===== src/rtl/gpio_bank_pkg.sv =====
package gpio_bank_pkg;

  localparam int ROUTE_W = 3;

  // bit positions inside the per-pin words
  localparam int OE_BIT   = 9;
  localparam int IN_BIT   = 0;
  localparam int OUT_BIT  = 1;
  localparam int STAT_BIT = 0;

  localparam logic [ROUTE_W-1:0] ROUTE_MAIN = 3'd4;
  localparam logic [ROUTE_W-1:0] ROUTE_NONE = 3'd7;

  // word selector within one pin's 16-byte slot
  typedef enum logic [1:0] {
    SEL_CFG  = 2'd0,
    SEL_IO   = 2'd1,
    SEL_ICFG = 2'd2,
    SEL_STAT = 2'd3
  } pin_word_e;

  // interrupt configuration, msb first: status enable, edge, polarity, enable
  typedef struct packed {
    logic raw_en;
    logic det_edge;
    logic pol_high;
    logic irq_en;
  } icfg_t;

endpackage


===== src/rtl/gpio_sync.sv =====
module gpio_sync #(
  parameter int W = 8
) (
  input  logic         clk,
  input  logic         rst,
  input  logic [W-1:0] async_in,
  output logic [W-1:0] sync_out
);

  logic [W-1:0] stage1;

  always_ff @(posedge clk) begin
    if (rst) begin
      stage1   <= '0;
      sync_out <= '0;
    end else begin
      stage1   <= async_in;
      sync_out <= stage1;
    end
  end

endmodule


===== src/rtl/gpio_addr_decode.sv =====
module gpio_addr_decode
  import gpio_bank_pkg::*;
#(
  parameter int NUM_PINS = 8,
  parameter int ADDR_W   = 16,
  parameter int IDX_W    = 3
) (
  input  logic [ADDR_W-1:0] addr,
  output logic              pin_hit,
  output logic [IDX_W-1:0]  pin_idx,
  output pin_word_e         pin_sel,
  output logic              route_hit,
  output logic [IDX_W-1:0]  route_idx
);

  localparam logic [ADDR_W-1:0] PIN_BASE   = ADDR_W'(32'h1000);
  localparam logic [ADDR_W-1:0] PIN_SPAN   = ADDR_W'(NUM_PINS * 16);
  localparam logic [ADDR_W-1:0] ROUTE_BASE = ADDR_W'(32'h0400);
  localparam logic [ADDR_W-1:0] ROUTE_SPAN = ADDR_W'(NUM_PINS * 4);

  logic [ADDR_W-1:0] pin_off;
  logic [ADDR_W-1:0] route_off;

  always_comb begin
    pin_off   = addr - PIN_BASE;
    route_off = addr - ROUTE_BASE;
    pin_hit   = (addr >= PIN_BASE) && (pin_off < PIN_SPAN);
    route_hit = (addr >= ROUTE_BASE) && (route_off < ROUTE_SPAN);
    pin_idx   = pin_off[IDX_W+3:4];
    pin_sel   = pin_word_e'(pin_off[3:2]);
    route_idx = route_off[IDX_W+1:2];
  end

endmodule


===== src/rtl/gpio_pin_cell.sv =====
module gpio_pin_cell
  import gpio_bank_pkg::*;
(
  input  logic               clk,
  input  logic               rst,
  input  logic               in_lvl,
  input  logic               wr_cfg,
  input  logic               wr_io,
  input  logic               wr_icfg,
  input  logic               wr_stat,
  input  logic               wr_route,
  input  logic               wd_oe,
  input  logic               wd_out,
  input  logic [3:0]         wd_icfg,
  input  logic               wd_clr,
  input  logic [ROUTE_W-1:0] wd_route,
  output logic               oe,
  output logic               out,
  output icfg_t              icfg,
  output logic               status,
  output logic [ROUTE_W-1:0] route,
  output logic               irq_req
);

  logic prev_lvl;
  logic edge_hit;
  logic level_hit;
  logic trig;

  always_comb begin
    edge_hit  = icfg.det_edge &&
                (icfg.pol_high ? (in_lvl && !prev_lvl) : (!in_lvl && prev_lvl));
    level_hit = !icfg.det_edge && (in_lvl == icfg.pol_high);
    trig      = edge_hit || level_hit;
    irq_req   = icfg.irq_en && (route == ROUTE_MAIN) && (status || trig);
  end

  always_ff @(posedge clk) begin
    if (rst) begin
      prev_lvl <= 1'b0;
      oe       <= 1'b0;
      out      <= 1'b0;
      icfg     <= '0;
      status   <= 1'b0;
      route    <= ROUTE_NONE;
    end else begin
      prev_lvl <= in_lvl;
      if (wr_cfg)   oe    <= wd_oe;
      if (wr_io)    out   <= wd_out;
      if (wr_icfg)  icfg  <= icfg_t'(wd_icfg);
      if (wr_route) route <= wd_route;
      // a trigger in the same cycle as a clear keeps the bit set
      if (trig && icfg.raw_en)     status <= 1'b1;
      else if (wr_stat && wd_clr)  status <= 1'b0;
    end
  end

endmodule


===== src/rtl/gpio_irq_bank.sv =====
module gpio_irq_bank
  import gpio_bank_pkg::*;
#(
  parameter int NUM_PINS = 8,
  parameter int ADDR_W   = 16,
  parameter int DATA_W   = 32
) (
  input  logic                clk,
  input  logic                rst,
  input  logic [ADDR_W-1:0]   reg_addr,
  input  logic                reg_wr,
  input  logic [DATA_W-1:0]   reg_wdata,
  output logic [DATA_W-1:0]   reg_rdata,
  input  logic [NUM_PINS-1:0] pin_in,
  output logic [NUM_PINS-1:0] pin_out,
  output logic [NUM_PINS-1:0] pin_oe,
  output logic                summary_irq
);

  localparam int IDX_W = (NUM_PINS > 1) ? $clog2(NUM_PINS) : 1;

  logic [NUM_PINS-1:0] in_sync;
  logic                pin_hit;
  logic                route_hit;
  logic [IDX_W-1:0]    pin_idx;
  logic [IDX_W-1:0]    route_idx;
  pin_word_e           pin_sel;

  logic [NUM_PINS-1:0] stat_vec;
  logic [NUM_PINS-1:0] ie_vec;
  logic [NUM_PINS-1:0] raw_vec;
  logic [NUM_PINS-1:0] route_main_vec;
  logic [NUM_PINS-1:0] irq_vec;
  icfg_t               icfg_arr  [NUM_PINS];
  logic [ROUTE_W-1:0]  route_arr [NUM_PINS];

  logic [DATA_W-1:0]   rd_next;
  logic                unused_bits;

  assign unused_bits = ^{reg_wdata[DATA_W-1:OE_BIT+1], reg_wdata[OE_BIT-1:4]};

  gpio_sync #(.W(NUM_PINS)) u_sync (
    .clk      (clk),
    .rst      (rst),
    .async_in (pin_in),
    .sync_out (in_sync)
  );

  gpio_addr_decode #(
    .NUM_PINS (NUM_PINS),
    .ADDR_W   (ADDR_W),
    .IDX_W    (IDX_W)
  ) u_dec (
    .addr      (reg_addr),
    .pin_hit   (pin_hit),
    .pin_idx   (pin_idx),
    .pin_sel   (pin_sel),
    .route_hit (route_hit),
    .route_idx (route_idx)
  );

  for (genvar i = 0; i < NUM_PINS; i++) begin : g_pin
    logic sel_me;
    logic rsel_me;
    assign sel_me  = reg_wr && pin_hit && (pin_idx == IDX_W'(i));
    assign rsel_me = reg_wr && route_hit && (route_idx == IDX_W'(i));

    gpio_pin_cell u_cell (
      .clk      (clk),
      .rst      (rst),
      .in_lvl   (in_sync[i]),
      .wr_cfg   (sel_me && (pin_sel == SEL_CFG)),
      .wr_io    (sel_me && (pin_sel == SEL_IO)),
      .wr_icfg  (sel_me && (pin_sel == SEL_ICFG)),
      .wr_stat  (sel_me && (pin_sel == SEL_STAT)),
      .wr_route (rsel_me),
      .wd_oe    (reg_wdata[OE_BIT]),
      .wd_out   (reg_wdata[OUT_BIT]),
      .wd_icfg  (reg_wdata[3:0]),
      .wd_clr   (reg_wdata[STAT_BIT]),
      .wd_route (reg_wdata[ROUTE_W-1:0]),
      .oe       (pin_oe[i]),
      .out      (pin_out[i]),
      .icfg     (icfg_arr[i]),
      .status   (stat_vec[i]),
      .route    (route_arr[i]),
      .irq_req  (irq_vec[i])
    );

    assign ie_vec[i]         = icfg_arr[i].irq_en;
    assign raw_vec[i]        = icfg_arr[i].raw_en;
    assign route_main_vec[i] = (route_arr[i] == ROUTE_MAIN);
  end

  always_comb begin
    rd_next = '0;
    if (pin_hit) begin
      unique case (pin_sel)
        SEL_CFG:  rd_next[OE_BIT] = pin_oe[pin_idx];
        SEL_IO: begin
          rd_next[IN_BIT]  = in_sync[pin_idx];
          rd_next[OUT_BIT] = pin_out[pin_idx];
        end
        SEL_ICFG: rd_next[3:0] = icfg_arr[pin_idx];
        SEL_STAT: rd_next[STAT_BIT] = stat_vec[pin_idx];
        default:  rd_next = '0;
      endcase
    end else if (route_hit) begin
      rd_next[ROUTE_W-1:0] = route_arr[route_idx];
    end
  end

  always_ff @(posedge clk) begin
    if (rst) begin
      reg_rdata   <= '0;
      summary_irq <= 1'b0;
    end else begin
      reg_rdata   <= rd_next;
      summary_irq <= |irq_vec;
    end
  end

endmodule


===== config.mk =====
export PLATFORM = sky130hd
export DESIGN_NAME = gpio_irq_bank
export DESIGN_NICKNAME = d
export VERILOG_FILES = /design/src/rtl/gpio_bank_pkg.sv /design/src/rtl/gpio_sync.sv /design/src/rtl/gpio_addr_decode.sv /design/src/rtl/gpio_pin_cell.sv /design/src/rtl/gpio_irq_bank.sv
export SDC_FILE = /design/constraint.sdc
export NUM_CORES = 1
export LEC_CHECK = 0
export BUFFER_PORTS_ARGS = -buffer_cell sky130_fd_sc_hd__buf_2
export CAP_MARGIN = 20
export CORE_MARGIN = 8
export CORE_UTILIZATION = 50
export DETAILED_ROUTE_END_ITERATION = 16
export PLACE_DENSITY = 0.79
export SYNTH_ARGS = -nofsm -noshare
export SYNTH_HDL_FRONTEND = slang
export SYNTH_SLANG_ARGS = --single-unit

===== constraint.sdc =====
create_clock -name clk -period 1.6 [get_ports clk]
set_clock_uncertainty 0.05 [all_clocks]
set_input_delay 0.16 -clock clk [delete_from_list [all_inputs] [get_ports clk]]
set_output_delay 0.16 -clock clk [all_outputs]
set_load 0.03 [all_outputs]

---- Word level (Yosys, flattened, before mapping) ----
Index checks and enable logic that the tools add are counted.
storage, ports and cells
  flip-flop bits (word level) ............. 137
  input port bits ......................... 59
  output and inout port bits .............. 49
  word-level logic and storage cells ...... 338
operators by class
  add/sub/neg operators ................... 2
  order comparisons ....................... 7
  equal/unequal tests ..................... 33
  multiplexer cells ....................... 43
  bitwise logic cells ..................... 5
  reduce and logical (&&, ||, !) cells .... 170
operators by type and width
  kind                    number
  $logic_and 1x1->1       116
  $eq 3x3->1 const B      16
  $mux 1                  29
  $logic_not 1->1         24
  $ge 16x11->1 const B    1
  $ge 16x13->1 const B    1
  $logic_or 1x1->1        16
  $lt 16x6->1 const B     1
  $lt 16x8->1 const B     1
  $reduce_bool 2->1       8
  $sub 16x11->16 const B  1
  $sub 16x13->16 const B  1
  $bmux 1 s3              4
  $bmux 4 s3              1
  $eq 3x2->1 const B      4
  $mux 3                  4
  $bmux 3 s3              1
  $eq 1x1->1              8
  $ge 4x4->1 const B      2
  $mux 4                  2
  $not 3->4               2
  $reduce_or 8->1         1
  $eq 3x1->1 const B      2
  $logic_not 3->1         2
  8 further kinds         12

---- Longest topological paths before layout ----
  depth after elaboration ................. 9
  gate-level depth with buffers ........... 9
  mapped depth without buffers ............ 6

---- Hierarchy ----
Synthesis repeated with hierarchy kept, for this count alone.
unflattened totals
  cells, all modules ...................... 563
  area, all modules ....................... 5,610.4 µm²
modules (own cells, without submodules)
  module            times used  cells an instance  area each (µm²)  seq. area each (µm²)
  gpio_pin_cell     8           43                 437.9            220.2
  gpio_irq_bank     1           173                1,535.2          120.1
  gpio_sync         1           33                 464.2            320.3
  gpio_addr_decode  1           13                 107.6            0.0

---- Least setup slack after synthesis ----
No wires, ideal clock.
  path kind ............................... input to register
  start point ............................. in reg_addr[4]
  end point ............................... reg reg_rdata[1]
  library setup time ...................... 0.128 ns
  arrival time ............................ 1.443 ns
  data required time ...................... 1.422 ns
  slack ................................... -0.020 ns
  stages .................................. 6
  buffers on the path ..................... 1
  cells stage by stage .................... buf_2 -> mux4_2 -> mux2_2 -> a22oi_1 -> o32a_1 -> nor2_1
on the way
  word-level cells in the longest chain between the ends .. 7
  elaborated cells between the ends (all ways) .. 21
  classes of those cells .................. add/sub: 2; order compare: 4; mux: 11; bitwise: 2; reduce/logical: 2
ends and longest elaborated chain
  item                                                                    line                  text
  from (decl)                                                             gpio_irq_bank.sv:10   input logic [ADDR_W-1:0] reg_addr,
  parallel branches: the longest is 6 deep, another holds $sub 16x11->16  --
  $mux 3 *                                                                gpio_irq_bank.sv:97   if (pin_hit) begin
  to (signal assigned)                                                    gpio_irq_bank.sv:118  reg_rdata <= rd_next;
  to (decl)                                                               gpio_irq_bank.sv:13   output logic [DATA_W-1:0] reg_rdata,
Every way passes the cells marked *. The select of a mux whose other input is x is not followed.
A chain may end at the register's enable or synchronous reset.

---- Worst setup path in the final report ----
  start point ............................. reg g_pin[7].u_cell.out
  end point ............................... reg reg_rdata[1]
on the way
  word-level cells in the longest chain between the ends .. 4
ends and longest elaborated chain
  item                          line                  text
  from (decl)                   gpio_pin_cell.sv:18   output logic out,
  from (signal assigned)        gpio_pin_cell.sv:49   if (wr_io) out <= wd_out;
  $bmux 1 s3                    gpio_irq_bank.sv:102  rd_next[OUT_BIT] = pin_out[pin_idx];
  $mux 1 (not written as such)  gpio_irq_bank.sv:102
  $pmux 1 s2                    gpio_irq_bank.sv:98   unique case (pin_sel)
  $mux 3                        gpio_irq_bank.sv:97
Every way passes these cells. The select of a mux whose other input is x is not followed.

==> impl_metrics.toml <==
[detailed_routing]
via_per_inst = 5.683
drt-initial-drc-count = 468
drt-pass1-iter-count = 5
drt-met1-wl_mm = 5.958
wirelength_mm = 14.78
dr.max_layer_used = "met4"
met3_wirelength_mm = 1.323
via_count = 4745
drc_errors = 0
postRouteAntennaNets = 0
routed-wl-met2_mm = 7.114
routedWlPerCell_um = 17.71

[finish]
nets = 753
drive_above_1_share = 0.2777
layout_common_cells = "dfxtp_1 (105), buf_4 (77), nand2_1 (69)"
antenna_cells = 0
final_common_cell = "dfxtp_1"
area_delta_synth_final_pct = 17.47

[timing]
period_needed_ps = 1651
fmax_ghz = 0.6058
worstMarginPinSlew_ps = 567.1
drv_slew = 0
setup_viol = 2
final.setup.worst_slack_ps = -50.59
holdWs_ps = 40.92
hold_viol_final = 0
period_share = 1.032
slew_headroom = 0.6122
rsz0062_at_grt = "true"

[clocking]
clk_pin_slew_ps = 110
cts_root_buffer = "clkbuf_8"
cts_tree = "done"
cts.sinks = 110
cts_made_buffers = 9
cts.path.max_buffers = 2
cts-htree-levels = 3
clk_latency_ps = 390

[worst_setup_path]
cp-start-kind = "register"
required_ps = 1830
reg2reg_from = "g_pin[7].u_cell.out"
rr_endpoint = "reg_rdata[1]"
r2r_slack_ps = -50
crit_start = "g_pin[7].u_cell.out"
worstRegToRegCells = 5
crit_path_max_fanout = 2
cp.arrival_ps = 1880
crit_type = "reg -> reg"
crit_end = "reg_rdata[1]"
setup.worst_path.end_class = "register"

[synth]
yosysTopAreaCell = "dfxtp_1"
synth_ff_type = "dfxtp_1"
synth_area_per_cell_um2 = 9.201
synthesis.area_um2 = 5493
yosysSeqAreaShare = 0.4009
yosysWarnings = 0
yosysTopAreaCellShare = 0.4009
yosys_register_bits = 110
synthDistinctLibCells = 45
synth_enable_flop_cells = 0
syn_inst = 597
synthTopCellsByArea = "dfxtp_1 (40%), mux4_2 (8.6%), mux2i_1 (6.9%)"
async_flop_share = 0

[status]
violations = "setup timing"
outcome = "finished, violations left"

[floorplanning]
rows = 38
fp.dieArea_um2 = 14600
die_h_um = 120.8
die_x_um = 120.8
coreArea_um2 = 10790
ioPinCount = 108
initial_core_util = 0.5089

[grt]
grt_util_all_layers = 0.2029
grt_pass1_wl_mm = 23.78
gr-total-overflow = 0
antenna_found_initial = 0
grt_pass1_vias = 4792
grt_start_max_net_pins = 38

[power]
p_int_uw = 3627
power.leakage_uw = 0.002732
ir_worst_vdd_uv = 470.1
combPwrFrac = 0.102
pwr-share-seq = 0.557
power_uw = 4978
power_frac_clock = 0.342
switching_share = 0.2714
switchingPower_uw = 1351
p_per_area_nw_per_um2 = 771.5

[flow_run]
drv_cap = 0

[place]
place.gp.congestion = 1.029
post-place-ws_ps = -281.1
io_buffer_count = 51
dpl.hpwl_mm = 11.32

[min_path]
hp-class = "in -> reg"
-- critical path: stages (launching register included) --
cell and delay, ps:
dfxtp_1 330, mux4_2 490, mux2_4 300, a22oi_2 180
o32a_1 160, nor2_1 40
-- cell type report --
class                   count  area [um2]
clock inverters             5       50.05
multi-input cells         425        2877
repair buffers            138       968.4
flip-flops and latches    110        2208
clock buffers              11       151.4
fillers                   936        4340
inverters                   6       22.52
well taps                 140       175.2
-- state kept, by name, summed over array words and instances, names as in the netlist --
name	cells
reg_rdata	5
g_pin.u_cell.out	8
g_pin.u_cell.oe	8
g_pin.u_cell.prev_lvl	8
g_pin.u_cell.status	8
summary_irq	1
g_pin.u_cell.route	24
u_sync.sync_out	8
u_sync.stage1	8
g_pin.u_cell.icfg	32
-- power by group through the flow --
stage,Sequential [uW],Clock [uW],Combinational (uW)
3_3_place_gp,2830,0,464
3_5_place_dp,2840,0,474
2_1_floorplan,2830,0,357
6_report,2770,1700,505
4_1_cts,2770,1730,491
5_1_grt,2780,1840,534
-- stage by stage --
stage	cells	area (um2)	utilization	TNS, ps
after floorplan	623	5593	-	0
after CTS	835	6426	0.5954	-43.23
final	835	6452	0.5978	-53.81
after detailed placement	809	6117	0.5668	-10760
after global placement	809	6117	0.5668	-7825
after global routing	835	6452	0.5978	-138.4
-- cell families after synthesis --
| logic type | count (synthesis) | share of synthesized area |
|---|---|---|
| AND/OR/NAND/NOR | 202 | 0.1888 |
| AO/OA/AOI/OAI | 114 | 0.1144 |
| flip-flops | 110 | 0.4009 |
| buffers and inverters | 88 | 0.09909 |
| multiplexers | 62 | 0.1615 |
| XOR/XNOR | 16 | 0.02551 |
| adder cells (fa/ha/maj) | 4 | 0.009112 |
| other | 1 | 0.0006827 |
-- cells in the mapped netlist, drive strengths merged, types with 2 or more instances --
| master | count |
|---|---|
| dfxtp | 110 |
| nand2 | 69 |
| nor2 | 61 |
| a21oi | 58 |
| buf | 58 |
| o21ai | 40 |
| mux2i | 38 |
| nor2b | 25 |
| clkbuf | 24 |
| mux4 | 21 |
| nand3 | 13 |
| nand4 | 10 |
| o2111ai | 8 |
| xnor2 | 8 |
| xor2 | 8 |
| inv | 6 |
| ha | 4 |
| nor3 | 4 |
| and3 | 3 |
| mux2 | 3 |
| nor4b | 3 |
| or3 | 3 |
| and4 | 2 |
| nand2b | 2 |
| nor3b | 2 |
| o31ai | 2 |
| o32a | 2 |
-- worst min path at each step --
stage                 start                       to  cells after the start
2_1_floorplan     pin_in[0]         u_sync.stage1[0]                      1
3_3_place_gp      pin_in[7]         u_sync.stage1[7]                      2
3_5_place_dp      pin_in[7]         u_sync.stage1[7]                      2
5_1_grt        reg_wdata[3]  g_pin[4].u_cell.icfg[3]                      3
4_1_cts        reg_wdata[9]       g_pin[1].u_cell.oe                      3
6_report       reg_wdata[9]       g_pin[1].u_cell.oe                      3
-- per-layer routing --
metal  track usage  vias up
met5             0        -
met4       0.07416        0
met3       0.04848       37
met2        0.3394      246
met1        0.2493     2272
li1              -     2190
-- timing repair --
action | 4_1_cts | 5_1_grt
hold buffers | 8 | 0
pin swaps | 1 | 1
endpoints found under the setup margin | 2 | 3
gates cloned | 0 | 0
resized for setup | 5 | 8
endpoints found under the hold margin | 8 | 0
setup buffers | 2 | 0
Note: power is estimated with default switching activity, not from simulation.
